### config.mk
export PLATFORM = sky130hd
export DESIGN_NAME = plc_scan_engine
export DESIGN_NICKNAME = d
export VERILOG_FILES = /design/src/rtl/plc_pkg.sv /design/src/rtl/plc_prog_mem.sv /design/src/rtl/plc_seq.sv /design/src/rtl/plc_logic_unit.sv /design/src/rtl/plc_bit_store.sv /design/src/rtl/plc_scan_engine.sv
export SDC_FILE = /design/constraint.sdc
export NUM_CORES = 1
export LEC_CHECK = 0
export BUFFER_PORTS_ARGS = -buffer_cell sky130_fd_sc_hd__buf_2
export CAP_MARGIN = 20
export CORE_MARGIN = 2
export CORE_UTILIZATION = 40
export CTS_CLUSTER_DIAMETER = 80
export DETAILED_ROUTE_END_ITERATION = 8
export PLACE_DENSITY = 0.64
export SLEW_MARGIN = 20
export SYNTH_ARGS = -nofsm -noshare
export SYNTH_HDL_FRONTEND = slang
export SYNTH_SLANG_ARGS = --single-unit
### constraint.sdc
create_clock -name clk -period 6 [get_ports clk]
set_input_delay 0.6 -clock clk [delete_from_list [all_inputs] [get_ports clk]]
set_output_delay 0.6 -clock clk [all_outputs]
set_load 0.01 [all_outputs]
### src/rtl/plc_pkg.sv
package plc_pkg;
  typedef enum logic [2:0] {
    OP_END  = 3'd0,
    OP_LD   = 3'd1,
    OP_LDN  = 3'd2,
    OP_AND  = 3'd3,
    OP_ANDN = 3'd4,
    OP_OR   = 3'd5,
    OP_ORN  = 3'd6,
    OP_ST   = 3'd7
  } plc_op_e;

  localparam int unsigned OPC_W = 3;
endpackage

### src/rtl/plc_prog_mem.sv
module plc_prog_mem #(
  parameter int unsigned DEPTH  = 32,
  parameter int unsigned WORD_W = 8,
  parameter int unsigned PC_W   = 5
) (
  input  logic              clk,
  input  logic              rst,
  input  logic              wr_en,
  input  logic [PC_W-1:0]   wr_addr,
  input  logic [WORD_W-1:0] wr_data,
  input  logic [PC_W-1:0]   rd_addr,
  output logic [WORD_W-1:0] rd_data
);
  logic [WORD_W-1:0] words [DEPTH];

  // one register row per program word
  for (genvar g = 0; g < DEPTH; g++) begin : g_row
    always_ff @(posedge clk) begin
      if (rst)
        words[g] <= '0;
      else if (wr_en && wr_addr == PC_W'(g))
        words[g] <= wr_data;
    end
  end

  always_comb begin
    rd_data = '0;
    for (int i = 0; i < DEPTH; i++)
      if (rd_addr == PC_W'(i)) rd_data = words[i];
  end
endmodule

### src/rtl/plc_seq.sv
module plc_seq #(
  parameter int unsigned DEPTH = 32,
  parameter int unsigned PC_W  = 5
) (
  input  logic            clk,
  input  logic            rst,
  input  logic            op_is_end,
  output logic            sampling,
  output logic            executing,
  output logic            scan_end,
  output logic [PC_W-1:0] pc,
  output logic            scan_done
);
  localparam logic [PC_W-1:0] LAST_PC = PC_W'(DEPTH - 1);

  assign executing = !sampling;
  assign scan_end  = executing && (op_is_end || pc == LAST_PC);

  always_ff @(posedge clk) begin
    if (rst) begin
      sampling  <= 1'b1;
      pc        <= '0;
      scan_done <= 1'b0;
    end else begin
      scan_done <= scan_end;
      if (sampling) begin
        sampling <= 1'b0;
        pc       <= '0;
      end else if (scan_end) begin
        sampling <= 1'b1;
      end else begin
        pc <= pc + 1'b1;
      end
    end
  end
endmodule

### src/rtl/plc_logic_unit.sv
module plc_logic_unit
  import plc_pkg::*;
(
  input  logic    clk,
  input  logic    rst,
  input  logic    exec_en,
  input  plc_op_e op,
  input  logic    opnd_bit,
  output logic    acc,
  output logic    st_en,
  output logic    st_bit
);
  logic acc_nxt;

  always_comb begin
    acc_nxt = acc;
    unique case (op)
      OP_LD:   acc_nxt = opnd_bit;
      OP_LDN:  acc_nxt = !opnd_bit;
      OP_AND:  acc_nxt = acc & opnd_bit;
      OP_ANDN: acc_nxt = acc & !opnd_bit;
      OP_OR:   acc_nxt = acc | opnd_bit;
      OP_ORN:  acc_nxt = acc | !opnd_bit;
      default: acc_nxt = acc;
    endcase
  end

  always_ff @(posedge clk) begin
    if (rst)          acc <= 1'b0;
    else if (exec_en) acc <= acc_nxt;
  end

  assign st_en  = exec_en && (op == OP_ST);
  assign st_bit = acc;
endmodule

### src/rtl/plc_bit_store.sv
module plc_bit_store #(
  parameter int unsigned N_IN   = 8,
  parameter int unsigned N_OUT  = 8,
  parameter int unsigned N_IR   = 16,
  parameter int unsigned OPND_W = 5
) (
  input  logic              clk,
  input  logic              rst,
  input  logic              sample_en,
  input  logic [N_IN-1:0]   in_pins,
  input  logic [OPND_W-1:0] rd_addr,
  output logic              rd_bit,
  input  logic              wr_en,
  input  logic [OPND_W-1:0] wr_addr,
  input  logic              wr_bit,
  input  logic              commit,
  output logic [N_OUT-1:0]  out_pins,
  output logic [N_IN-1:0]   in_img
);
  localparam int unsigned N_BITS = N_IN + N_OUT + N_IR;

  logic [N_OUT-1:0]  out_img, out_nxt;
  logic [N_IR-1:0]   ir_q, ir_nxt;
  logic [N_BITS-1:0] all_bits;

  assign all_bits = {ir_q, out_img, in_img};

  always_comb begin
    rd_bit = 1'b0;
    for (int i = 0; i < N_BITS; i++)
      if (rd_addr == OPND_W'(i)) rd_bit = all_bits[i];
  end

  always_comb begin
    for (int i = 0; i < N_OUT; i++)
      out_nxt[i] = (wr_en && wr_addr == OPND_W'(N_IN + i)) ? wr_bit : out_img[i];
    for (int i = 0; i < N_IR; i++)
      ir_nxt[i] = (wr_en && wr_addr == OPND_W'(N_IN + N_OUT + i)) ? wr_bit : ir_q[i];
  end

  always_ff @(posedge clk) begin
    if (rst) begin
      in_img   <= '0;
      out_img  <= '0;
      ir_q     <= '0;
      out_pins <= '0;
    end else begin
      if (sample_en) in_img <= in_pins;
      out_img <= out_nxt;
      ir_q    <= ir_nxt;
      if (commit) out_pins <= out_nxt;
    end
  end
endmodule

### src/rtl/plc_scan_engine.sv
module plc_scan_engine
  import plc_pkg::*;
#(
  parameter int unsigned N_IN       = 8,
  parameter int unsigned N_OUT      = 8,
  parameter int unsigned N_IR       = 16,
  parameter int unsigned PROG_DEPTH = 32,
  localparam int unsigned OPND_W    = $clog2(N_IN + N_OUT + N_IR),
  localparam int unsigned WORD_W    = OPC_W + OPND_W,
  localparam int unsigned PC_W      = $clog2(PROG_DEPTH)
) (
  input  logic              clk,
  input  logic              rst,
  input  logic [N_IN-1:0]   in_pins,
  output logic [N_OUT-1:0]  out_pins,
  output logic              scan_done,
  input  logic              prog_valid,
  output logic              prog_ready,
  input  logic [PC_W-1:0]   prog_addr,
  input  logic [WORD_W-1:0] prog_data
);
  logic [WORD_W-1:0] cur_word;
  logic [PC_W-1:0]   pc;
  logic              sampling, executing, scan_end;
  plc_op_e           op;
  logic [OPND_W-1:0] opnd;
  logic              opnd_bit, acc, st_en, st_bit;
  logic [N_IN-1:0]   in_img;

  assign prog_ready = 1'b1;
  assign op   = plc_op_e'(cur_word[WORD_W-1 -: OPC_W]);
  assign opnd = cur_word[OPND_W-1:0];

  plc_prog_mem #(.DEPTH(PROG_DEPTH), .WORD_W(WORD_W), .PC_W(PC_W)) mem_i (
    .clk(clk), .rst(rst),
    .wr_en(prog_valid && prog_ready), .wr_addr(prog_addr), .wr_data(prog_data),
    .rd_addr(pc), .rd_data(cur_word)
  );

  plc_seq #(.DEPTH(PROG_DEPTH), .PC_W(PC_W)) seq_i (
    .clk(clk), .rst(rst), .op_is_end(op == OP_END),
    .sampling(sampling), .executing(executing), .scan_end(scan_end),
    .pc(pc), .scan_done(scan_done)
  );

  plc_logic_unit lu_i (
    .clk(clk), .rst(rst), .exec_en(executing), .op(op), .opnd_bit(opnd_bit),
    .acc(acc), .st_en(st_en), .st_bit(st_bit)
  );

  plc_bit_store #(.N_IN(N_IN), .N_OUT(N_OUT), .N_IR(N_IR), .OPND_W(OPND_W)) bits_i (
    .clk(clk), .rst(rst), .sample_en(sampling), .in_pins(in_pins),
    .rd_addr(opnd), .rd_bit(opnd_bit),
    .wr_en(st_en), .wr_addr(opnd), .wr_bit(st_bit),
    .commit(scan_end), .out_pins(out_pins), .in_img(in_img)
  );
endmodule

======== Word level (Yosys, flattened, before mapping) ========
Memories as Yosys holds them, arrays and structs flattened.
Index checks and enable logic that the tools add are counted.
operators by class
  $add $sub $neg .......................... 1
  eq/ne operators ......................... 100
  mux-type cells .......................... 205
  bitwise gates (word level) .............. 37
  reductions and logical operators ........ 68
operators by type and width
  cell                                            count
  two-way mux 8 bit                               64
  == test 5 bit (second input constant)           48
  two-way mux 1 bit                               140
  == test 5 x 4 -> 1 bit (second input constant)  24
  == test 5 x 3 -> 1 bit (second input constant)  12
  logical AND 1 bit                               58
  bitwise OR 1 bit                                34
  == test 5 x 2 -> 1 bit (second input constant)  6
  == test 5 x 1 -> 1 bit (second input constant)  3
  zero test 5 bit                                 3
  == test 3 bit (second input constant)           4
  == test 3 x 2 -> 1 bit (second input constant)  2
  one-hot mux 1 bit (6 select lines)              1
  nonzero test 6 bit                              1
  adder 5 x 1 -> 5 bit (second input constant)    1
  == test 3 x 1 -> 1 bit (second input constant)  1
  zero test 3 bit                                 1
  bitwise AND 1 bit                               2
  zero test 1 bit                                 2
  AND reduction 2 bit                             1
  OR reduction 2 bit                              1
  logical OR 1 bit                                1
  NOT 1 bit                                       1
storage, ports and cells
  bits in registers ....................... 48
  RAM bits ................................ 256
  output and inout bits ................... 10
  logic and storage cells ................. 435
  memories kept ........................... 1
memories
  memory       depth  width  rd ports  clocked after Yosys merged registers in  write ports  line                source
  mem_i.words  32     8      32        0                                        32           plc_prog_mem.sv:14  logic [WORD_W-1:0] words [DEPTH];

======== Longest topological paths before layout ========
Gate-level depths: netlist of run 1.
  depth after elaboration ................. 69
  mapped depth ............................ 21

======== By module ========
A second synthesis of run 1 with hierarchy kept.
unflattened totals
  cell total of the unflattened synthesis .. 1462
  area total of the unflattened synthesis .. 15936.5 um2
by module, submodules not included
  module           times used  cells an instance  area an instance (um2)
  plc_prog_mem     1           1149               13360.3
  plc_bit_store    1           266                2149.6
  plc_seq          1           31                 302.8
  plc_logic_unit   1           13                 102.6
  plc_scan_engine  1           3                  21.3

======== Worst setup path before layout of run 1 ========
No wires, ideal clock.
  path type ............................... reg-to-reg
  start ................................... reg seq_i.pc[1]
  end ..................................... reg lu_i.acc
  library setup time ...................... 72 ps
  data arrival time ....................... 4221 ps
  setup slack ............................. 1707 ps
  stages on the path, launching flop included .. 20
  period minus slack after synthesis ...... 4293 ps
  path through ............................ dfxtp_1 ha_1 buf_2 buf_2 buf_2 buf_2 and3_1 ha_1 clkbuf_1 clkbuf_1 nand3b_1 a21oi_1 a2111oi_0 a31o_2 clkbuf_1 mux2_2 a221oi_1 a2111oi_4 o21ai_2 mux2i_1
between the ends
  longest elaborated chain between the ends .. 69
ends and longest elaborated chain
  element                                                line                                                              source
  start: declaration                                     plc_seq.sv:11                                                     output logic [PC_W-1:0] pc,
  start signal: assignment                               plc_seq.sv:32                                                     pc <= pc + 1'b1;
  zero test 5 bit                                        plc_prog_mem.sv:29                                                if (rd_addr == PC_W'(i)) rd_data = words[i];
  two-way mux 8 bit (31 in series)                       plc_prog_mem.sv:29
  two-way mux 8 bit *                                    plc_prog_mem.sv:29
  zero test 5 bit                                        plc_bit_store.sv:31                                               if (rd_addr == OPND_W'(i)) rd_bit = all_bits[i];
  two-way mux 1 bit (32 in series)                       plc_bit_store.sv:31
  zero test 1 bit                                        plc_logic_unit.sv:19, plc_logic_unit.sv:21, plc_logic_unit.sv:23
  bitwise OR 1 bit or bitwise AND 1 bit (tied branches)  plc_logic_unit.sv:23, plc_logic_unit.sv:21
  one-hot mux 1 bit (6 select lines)                     plc_logic_unit.sv:17                                              unique case (op)
  end signal: assignment                                 plc_logic_unit.sv:30                                              else if (exec_en) acc <= acc_nxt;
  end: declaration                                       plc_logic_unit.sv:9                                               output logic acc,
Every way passes the cells marked *; elsewhere a longest branch is shown, timed or not.
A chain may end at the register's enable or synchronous reset.

======== Worst setup path after layout of run 1 ========
  start ................................... reg seq_i.pc[0]
  end ..................................... reg bits_i.out_pins[2]
between the ends
  longest elaborated chain between the ends .. 37
ends and longest elaborated chain
  element                           line                  source
  zero test 5 bit                   plc_prog_mem.sv:29
  two-way mux 8 bit (32 in series)  plc_prog_mem.sv:29
  == test 3 bit                     plc_logic_unit.sv:33  assign st_en = exec_en && (op == OP_ST);
  logical AND 1 bit                 plc_logic_unit.sv:33
  logical AND 1 bit                 plc_bit_store.sv:36   out_nxt[i] = (wr_en && wr_addr == OPND_W'(N_IN + i)) ? wr_bit : out_img[i];
  two-way mux 1 bit                 plc_bit_store.sv:36
  end signal: assignment            plc_bit_store.sv:51   if (commit) out_pins <= out_nxt;
  end: declaration                  plc_bit_store.sv:17   output logic [N_OUT-1:0] out_pins,
Parallel ways exist; a longest one is shown, timed or not.

==> out/metrics.cfg, run 1 <==
[clock_tree]
clk_latency_ns = 0.56
cts.repair.resized = 0
clock-sinks = 304
cts_hold_buffers = 0
clk_transition_reported_paths_ns = 0.06
numCtsBuffers = 36
cts_max_level = 2
root_buffer = clkbuf_16
max-clock-path-buffers = 3
cts_setup_buffers = 0
tritoncts = built

[sta]
hold_slack_ns = 0.296
hold_viol_final = 0
fmax_ghz = 0.194
period_share_pct = 85.8
slew_viol_final = 0
finalSetupTns_ns = 0
rsz0062_at_grt = false
worst_pin_slew_ns = 1.18
period_needed_ns = 5.15
max-slew-margin-rel_pct = 21.3
finClkSkew_ns = 0.0318
setup_viol = 0

[floorplan]
die-area_um2 = 42200
coreArea_um2 = 39900
io_pins = 34
num_rows = 73
start_util_pct = 40.7
die_w_um = 205
die_h_um = 205

[critical_path]
r2r_slack_ns = 0.85
endpoint_kind = flop
crit_fanout = 18
rr_startpoint = seq_i.pc[0]
reg2reg_depth = 14
crit_path_start_kind = flop
arrival_ns = 5.52
r2r_end = bits_i.out_pins[2]
worstPathRequired_ns = 6.38
worstSetupPathType = reg -> reg

[synth]
syn_inst = 1515
ys_types = 103
synth_edf_count = 256
ys_warn_count = 0
synth-seq-area-share_pct = 53.3
synth_fp_nets = 1545
synthArstFlopShare_pct = 0
avgSynthCellArea_um2 = 10.7
synth_ff_type = edfxtp_1
synth.ff_latch_count = 304
syn-cell-area_um2 = 16200

[min_path]
hold_end = bits_i.in_img[7]
hold_depth = 3
hp-class = in -> reg
min-delay-start = in_pins[7]

[placement]
gp_congestion = 0.980
numPortBuffers = 32
hpwl_um = 33700

[global_routing]
grt-ovfl-total = 0
grt_usage_pct = 23.6
grt_pass1_vias = 11700
grt_pass1_wl_um = 74200
grt_max_degree = 50
antenna_found_initial = 0

[power_and_ir_drop]
finalPower_mw = 6.38
vdd_drop_max_mv = 0.205
leakagePower_nw = 6.14
power.density_nw_per_um2 = 359

[layout]
layout.nets = 1518
drive_gt1_share_pct = 10.0
final_common_cell = and2_1
antenna_cells = 0
layout_common_cells = 259 x and2_1, 256 x edfxtp_1, 166 x nor2_1
fill_cells = 3661
area_growth_pct = 9.51

[drt]
first_pass_iters = 6
final_antenna_net_count = 0
vias = 12300
wl_um = 49700
drc = 0
initialDrtViolationCount = 1685
viasPerCell = 6.02
post_drt_wl_per_cell_um = 24.4

[job]
drv_cap = 0

[run_status]
status = finished clean

Yosys cell counts (16+ instances only):
cell type,count,share of area [%]
dfxtp_1,48,5.9
nand3_1,19,0.59
nor2_1,166,3.8
o21ai_0,39,1.2
nor2b_1,23,0.89
mux2i_1,43,2.7
a21oi_1,80,2.5
edfxtp_1,256,47
buf_4,19,0.88
a211oi_1,21,0.97
inv_1,22,0.51
nand2_1,63,1.5
and2_1,259,10
clkbuf_1,57,1.3
nor3_1,19,0.59
o21bai_1,29,1.3
buf_2,26,0.80
o22ai_1,16,0.62
report_power, final:
group	internal, mW	switching (mW)	total [mW]	leakage, nW
Clock	1.27	0.910	2.18	0.570
Combinational	0.567	1.07	1.64	2.74
Sequential	2.43	0.128	2.56	2.83
flip-flops by register name (all words and copies together), names as in the netlist:
register         count
bits_i.in_img        8
bits_i.ir_q         16
bits_i.out_img       8
bits_i.out_pins      8
lu_i.acc             1
mem_i.words        256
seq_i.pc             5
seq_i.sampling       1
seq_i.scan_done      1
worst max-delay path, cell delays in order (launching register included):
cell,delay (ns)
dfxtp_1,0.33
inv_1,0.14
ha_1,0.68
nand4bb_1,0.47
mux2i_1,0.23
o211ai_1,0.16
o21ai_0,0.15
a21oi_1,0.30
nor4b_1,0.71
a21oi_1,0.32
nor3_2,0.39
nand4b_1,0.38
nor2_1,0.25
mux2i_1,0.32
a211oi_1,0.12
cells by family (layout without fill, tap and decap cells):
| kind of cell | after synthesis | count (layout) | synth area share (%) |
|---|---|---|---|
| and+or+nand+nor | 683 | 683 | 24.2 |
| buffers and inverters | 137 | 136 | 4.18 |
| DFF | 304 | 304 | 53.3 |
| AOI/OAI and AO/OA | 332 | 332 | 14.7 |
| adders and majority gates | 6 | 6 | 0.462 |
| other | 1 | 1 | 0.0231 |
| xor gates and xnor gates | 3 | 3 | 0.162 |
| muxes | 49 | 49 | 3.07 |
worst max-delay path by stage:
stage	from	end	slack, ns	cells past startpoint
2_1_floorplan	seq_i.pc[1]	lu_i.acc	1.71	19
3_3_place_gp	seq_i.pc[1]	bits_i.out_pins[2]	0.88	14
3_5_place_dp	seq_i.pc[1]	bits_i.out_pins[1]	0.89	14
4_1_cts	seq_i.pc[1]	bits_i.out_pins[5]	0.81	14
5_1_grt	seq_i.pc[0]	bits_i.out_pins[2]	0.71	14
6_report	seq_i.pc[0]	bits_i.out_pins[2]	0.85	14
through the flow:
| step | setup slack [ns] | utilization, % | instances | area [um2] |
|---|---|---|---|---|
| 2_1_floorplan | 1.71 | - | 1515 | 16200 |
| 3_5_place_dp | 0.886 | 41.6 | 1975 | 16600 |
| 3_3_place_gp | 0.883 | 41.6 | 1975 | 16600 |
| 5_1_grt | 0.712 | 44.5 | 2039 | 17800 |
| 6_report | 0.854 | 44.5 | 2039 | 17800 |
| 4_1_cts | 0.813 | 44.5 | 2039 | 17800 |
cell type report:
class                      count  area, um2  area share [%]
multi-input combinational   1074       6920            38.9
tap                          525        657            3.69
inverter                      22       82.6           0.464
sequential                   304       8650            48.7
timing repair buffer          50        295            1.66
clock buffer                  47       1040            5.83
clock inverter                17        130           0.732
metal layers:
layer / wire, um / track usage, % / vias up
met2: 21600 / 35.1 / 654
met3: 4460 / 4.86 / 134
met5: 0 / 0 / -
li1: - / - / 5518
met4: 2070 / 9.33 / 0
met1: 21600 / 33.8 / 5959
(Power assumes the default switching activity.)
==> run 2: changes to the inputs <==
--- a/config.mk
+++ b/config.mk
@@ -15,4 +15,5 @@
 export SLEW_MARGIN = 20
 export SYNTH_ARGS = -nofsm -noshare
 export SYNTH_HDL_FRONTEND = slang
+export SYNTH_HIERARCHICAL = 1
 export SYNTH_SLANG_ARGS = --single-unit
==> run 2 against run 1 <==
  * Sequential share of layout area rose by 0.80 points
  * Synthesized cell count shrank 3.5%
  * Largest power group unchanged
  * Clock-buffer cell count is 4 lower
  * Flip-flop and latch count did not move
  * Hold slack better by 0.0082 ns
  * Highest routed layer unchanged
  * Routed wire length down 0.68%
  * Critical endpoint is now lu_i/acc
==> out/metrics.cfg, run 2 <==
[drt]
wl_um = 49300
viasPerCell = 5.90
drc = 0
vias = 11800
final_antenna_net_count = 0
first_pass_iters = 6
post_drt_wl_per_cell_um = 24.7
initialDrtViolationCount = 1269

[floorplan]
die_h_um = 204
io_pins = 34
die-area_um2 = 41500
coreArea_um2 = 39500
start_util_pct = 40.3
die_w_um = 204
num_rows = 73

[clock_tree]
numCtsBuffers = 35
cts.repair.resized = 0
root_buffer = clkbuf_16
cts_setup_buffers = 0
clk_latency_ns = 0.53
clk_transition_reported_paths_ns = 0.06
cts_hold_buffers = 0
clock-sinks = 304
max-clock-path-buffers = 3
tritoncts = built
cts_max_level = 2

[synth]
ys_warn_count = 6
avgSynthCellArea_um2 = 10.9
synth_top_cell_area_share_pct = 48.2
synth_edf_count = 256
yosysTopAreaCell = edfxtp_1
synthTopCellsByCount = 259 x and2_1, 256 x edfxtp_1, 120 x nor2_1
synth_fp_nets = 1488
ys_top_cells_by_area = edfxtp_1 48%, and2_1 10%, dfxtp_1 6.0%
syn_inst = 1462
synthArstFlopShare_pct = 0
synth.most_common_cell = and2_1
ys_types = 99
synth-seq-area-share_pct = 54.3
synth.ff_latch_count = 304
syn-cell-area_um2 = 15900
synth_ff_type = edfxtp_1

[sta]
worst_pin_slew_ns = 1.13
rsz0062_at_grt = false
hold_viol_final = 0
finClkSkew_ns = 0.0181
slew_viol_final = 0
setup_viol = 0
period_share_pct = 81.1
hold_slack_ns = 0.304
finalSetupTns_ns = 0
fmax_ghz = 0.206
period_needed_ns = 4.86
max-slew-margin-rel_pct = 24.1

[layout]
final_common_cell = and2_1
largestRegisters = mem_i/words (256), bits_i/ir_q (16)
largest_register_ffs = 256
drive_gt1_share_pct = 10.5
multiInputGateArea_um2 = 6690
register_area_um2 = 8660
top_register = mem_i/words
layout_common_cells = 259 x and2_1, 256 x edfxtp_1, 120 x nor2_1
area_growth_pct = 9.82
fill_cells = 3680
layout.nets = 1474

[global_routing]
grt_use_met1_pct = 34.0
grt_pass1_vias = 11400
antenna_found_initial = 2
grt_use_met2_pct = 36.3
grt_usage_pct = 23.9
grt.busiest_layer = met2
grt_pass1_wl_um = 73800
grt-ovfl-total = 0
met3_usage_pct = 4.03
grt_max_degree = 58

[critical_path]
worstPathRequired_ns = 6.41
crit_path_start_kind = flop
arrival_ns = 5.27
crit_fanout = 49
endpoint_kind = flop
worstSetupPathType = reg -> reg

[placement]
numPortBuffers = 32
hpwl_um = 33300
gp_congestion = 0.979

[power_and_ir_drop]
power.density_nw_per_um2 = 294
leakagePower_nw = 6.09
vdd_drop_max_mv = 0.178

[run_status]
status = finished clean

[job]
drv_cap = 0

[min_path]
hp-class = in -> reg

==> run 2: cells by family (layout without fill, tap and decap cells) <==
logic type	count (synthesis)	count (layout)	synth area share, %
compound gates	341	341	14.5
flops	304	304	54.3
xor+xnor	1	1	0.0550
simple gates	615	615	21.8
buf+inv	122	130	3.85
fa+ha+maj	2	2	0.157
mux	76	76	5.41
other cells	1	2	0.0235
==> run 2: final timing paths <==
check / from / end / slack, ns / cells past startpoint
worst max-delay path: seq_i/pc[0] / lu_i/acc / 1.14 / 17
worst min-delay path: in_pins[7] / bits_i/in_img[7] / 0.30 / 3
worst min register to register: bits_i/out_pins[5] / bits_i/out_pins[5] / 0.48 / 2
worst max register to register: seq_i/pc[0] / lu_i/acc / 1.14 / 17
==> run 2: power breakdown <==
| group | internal, mW | total (mW) | switching [mW] |
|---|---|---|---|
| clock network | 1.24 | 2.09 | 0.843 |
| logic | 0.177 | 0.556 | 0.379 |
| registers | 2.40 | 2.49 | 0.0937 |
==> run 2: cell type report <==
| class | count | share of cell area (%) |
|---|---|---|
| clock inverters | 16 | 0.865 |
| flip-flops and latches | 304 | 49.5 |
| clock buffers | 43 | 5.42 |
| diodes | 1 | 0.0143 |
| inverters | 14 | 0.300 |
| multi-input cells | 1036 | 38.2 |
| repair buffers | 57 | 1.99 |
| well taps | 525 | 3.75 |
==> run 2: metrics by stage <==
step / power (mW) / setup WS [ns] / instance area, um2 / instances / util, %
after floorplan: 2.87 / 2.36 / 15900 / 1462 / -
after global placement: 3.08 / 1.22 / 16400 / 1936 / 41.5
after detailed placement: 3.08 / 1.21 / 16400 / 1936 / 41.5
after CTS: 5.17 / 1.21 / 17500 / 1995 / 44.2
after global routing: 5.30 / 0.908 / 17500 / 1995 / 44.2
final: 5.14 / 1.14 / 17500 / 1996 / 44.3
==> run 2: worst max-delay path: stages (launching register included) <==
cell and delay (ns):
dfxtp_4 0.79, clkinv_1 0.19, buf_4 0.30, a21oi_1 0.17
o211ai_1 0.20, a222oi_1 0.38, o31ai_1 0.20, a211oi_4 0.63
buf_4 0.39, and2b_4 0.21, a31oi_1 0.10, o2bb2ai_1 0.16
nand3_1 0.09, and3_1 0.17, o21ai_1 0.26, nand2b_1 0.09
o311ai_1 0.23, a31oi_1 0.11
==> run 2: routing by layer <==
layer | vias to the layer above | part of all wire [%]
met4 | 0 | 3.9
met2 | 579 | 45
met5 | - | 0
met3 | 108 | 8.1
li1 | 5317 | -
met1 | 5778 | 43
==> run 3: changes to the inputs <==
--- a/config.mk
+++ b/config.mk
@@ -5,13 +5,14 @@
 export SDC_FILE = /design/constraint.sdc
 export NUM_CORES = 1
 export LEC_CHECK = 0
+export ABC_AREA = 1
 export BUFFER_PORTS_ARGS = -buffer_cell sky130_fd_sc_hd__buf_2
 export CAP_MARGIN = 20
 export CORE_MARGIN = 2
 export CORE_UTILIZATION = 40
 export CTS_CLUSTER_DIAMETER = 80
 export DETAILED_ROUTE_END_ITERATION = 8
-export PLACE_DENSITY = 0.64
+export PLACE_DENSITY = 0.66
 export SLEW_MARGIN = 20
 export SYNTH_ARGS = -nofsm -noshare
 export SYNTH_HDL_FRONTEND = slang
==> constraint.sdc (replaced) <==
create_clock -name clk -period 4.3 [get_ports clk]
set_input_delay 0.43 -clock clk [delete_from_list [all_inputs] [get_ports clk]]
set_output_delay 0.43 -clock clk [all_outputs]
set_load 0.01 [all_outputs]
==> run 3 against run 2 <==
  * The flow now finishes with violations (setup timing)
  * Routed wire length shrank 21%
  * Hold slack got worse by 0.14 ns
  * Flip-flop and latch count unchanged
  * Worst setup slack lost 1.7 ns
  * Sequential share of layout area down 0.23 points
  * Combinational power grew to 2.5 times the previous value
  * Largest cell class unchanged
==> out/metrics.cfg, run 3 <==
[run_status]
status = finished with violations
violations = setup timing

[min_path]
hp-class = in -> reg
min-delay-start = in_pins[7]
hold_end = bits_i/in_img[7]
hold_depth = 3

[critical_path]
worstSetupPathType = reg -> reg
crit_top_cell = nand2_1
rr_startpoint = seq_i/pc[0]
cp_slowest_stage_delay_ns = 0.38
r2r_end = lu_i/acc
crit_fanout = 5
r2r_slack_ns = -0.57
worstPathRequired_ns = 4.73
crit_path_start = seq_i/pc[0]
arrival_ns = 5.30
reg2reg_depth = 46
crit_path_start_kind = flop
endpoint_kind = flop
cp_slowest_cell = dfxtp_4

[floorplan]
coreArea_um2 = 35700
die-area_um2 = 37900
num_rows = 69
io_pins = 34
die_h_um = 195
start_util_pct = 40.7
die_w_um = 195

[drt]
top_layer_used = met4
first_pass_iters = 5
viasPerCell = 5.18
initialDrtViolationCount = 1239
met1_length_um = 16700
final_antenna_net_count = 0
met2_wirelength_um = 18800
wl_um = 39100
post_drt_wl_per_cell_um = 16.8
vias = 12000
drc = 0
dr_wl_met3_um = 2310

[clock_tree]
clk_transition_reported_paths_ns = 0.06
root_buffer = clkbuf_16
cts_max_level = 2
numCtsBuffers = 34
clock-sinks = 304
clk_latency_ns = 0.52
max-clock-path-buffers = 3
tritoncts = built

[sta]
finClkSkew_ns = 0.0222
fin_ws_ns = -0.565
max-slew-margin-rel_pct = 36.6
period_needed_ns = 4.87
hold_slack_ns = 0.166
slew_viol_final = 0
hold_viol_final = 0
worst_pin_slew_ns = 0.949
fmax_ghz = 0.206
period_share_pct = 113
setup_viol = 1
rsz0062_at_grt = true

[synth]
synth_edf_count = 256
synthArstFlopShare_pct = 0
ys_types = 38
syn-cell-area_um2 = 14600
yosysTopAreaCell = edfxtp_1
syn_inst = 1669
ys_warn_count = 6
synth.most_common_cell = nor2_1
synthTopCellsByCount = 392 x nor2_1, 380 x nand2_1, 256 x edfxtp_1
synth_ff_type = edfxtp_1
ys_top_cells_by_area = edfxtp_1 53%, nor2_1 10%, nand2_1 9.8%
synth_fp_nets = 1695
synth_top_cell_area_share_pct = 52.8
synth.ff_latch_count = 304
synth-seq-area-share_pct = 59.4
avgSynthCellArea_um2 = 8.72

[layout]
final_common_cell = nor2_1
layout_common_cells = 375 x nor2_1, 364 x nand2_1, 256 x edfxtp_1
layout.nets = 1864
largestRegisters = mem_i/words (256), bits_i/ir_q (16)
top_register = mem_i/words
antenna_cells = 0
drive_gt1_share_pct = 19.4
largest_register_ffs = 256
area_growth_pct = 20.9

[power_and_ir_drop]
finalPower_mw = 7.64
vdd_drop_max_mv = 0.215
leakagePower_nw = 7.07
power.density_nw_per_um2 = 434

[job]
drv_cap = 0

[global_routing]
antenna_found_initial = 0
grt_max_degree = 65
grt_pass1_vias = 11600
grt_usage_pct = 20.5
grt_pass1_wl_um = 61600
grt-ovfl-total = 0

[placement]
numPortBuffers = 32
hpwl_um = 27300
gp_congestion = 0.922

==> run 3: cell count changes after synthesis, moves of 21 or more <==
| cell | previous run | this run |
|---|---|---|
| nand2_1 | 76 | 380 |
| nor2_1 | 120 | 392 |
| and2_1 | 259 | 0 |
| inv_1 | 11 | 171 |
| nand3_1 | 18 | 103 |
| mux2i_1 | 61 | 0 |
| nand4_1 | 7 | 68 |
| o21ai_0 | 75 | 37 |
| buf_2 | 30 | 6 |
| nand2b_1 | 24 | 0 |
| a21o_1 | 23 | 0 |
| a21oi_1 | 65 | 42 |
| nor2b_1 | 21 | 0 |
| or2_2 | 5 | 26 |
==> run 3: worst max path at each step <==
stage / to
finish: lu_i/acc
global placement: lu_i/acc
global route: lu_i/acc
floorplan: lu_i/acc
detailed placement: lu_i/acc
CTS: lu_i/acc
==> run 3: timing repair <==
item,CTS,global route
hold buffers,0,0
cloned,0,1
setup endpoints to repair,29,33
pin swaps,29,49
setup buffers,12,10
gates resized for setup,43,47
==> run 3: area by class of cell <==
class | count | area (um2)
multi-input cells | 1119 | 5170
clock inverters | 18 | 176
flip-flops and latches | 304 | 8660
repair inverters | 1 | 5.00
inverters | 186 | 712
clock buffers | 41 | 877
repair buffers | 192 | 1410
fillers | 3373 | 18100
well taps | 461 | 577
==> run 3: report_power, final <==
part | switching, mW | internal (mW)
Clock | 1.14 | 1.64
Combinational | 0.906 | 0.509
Sequential | 0.0840 | 3.36
==> run 3: critical path, delay by kind of cell (launching register included) <==
family / cells / cell delay (ns)
compound gates: 2 / 0.30
buf+inv: 7 / 0.81
flops: 1 / 0.38
simple gates: 37 / 3.28
==> run 3: layer usage <==
layer / track usage (%) / vias up
met5: 0 / -
met4: 7.46 / 0
met3: 2.50 / 77
met2: 34.7 / 409
met1: 27.1 / 5748
li1: - / 5800
==> run 3: logic make-up (layout without fill, tap and decap cells) <==
family | after synthesis | after routing | share of synthesized area (%)
flip-flops | 304 | 304 | 59.4
AO/OA/AOI/OAI | 105 | 105 | 4.08
XOR/XNOR | 1 | 1 | 0.0602
AND/OR/NAND/NOR | 1010 | 1010 | 29.7
other | 1 | 1 | 0.0258
buffers and inverters | 246 | 438 | 6.58
adder cells (fa/ha/maj) | 2 | 2 | 0.172
==> run 3: stage by stage <==
stage	worst slack [ns]	utilization [%]	TNS [ns]	instance area [um2]	instances
after global routing	-0.971	49.2	-1.29	17600	2322
after floorplan	0.245	-	0	14600	1669
after global placement	-0.905	45.0	-1.30	16100	2240
final	-0.565	49.2	-0.565	17600	2322
after detailed placement	-0.986	45.0	-2.82	16100	2240
after CTS	-0.479	48.6	-0.479	17400	2311
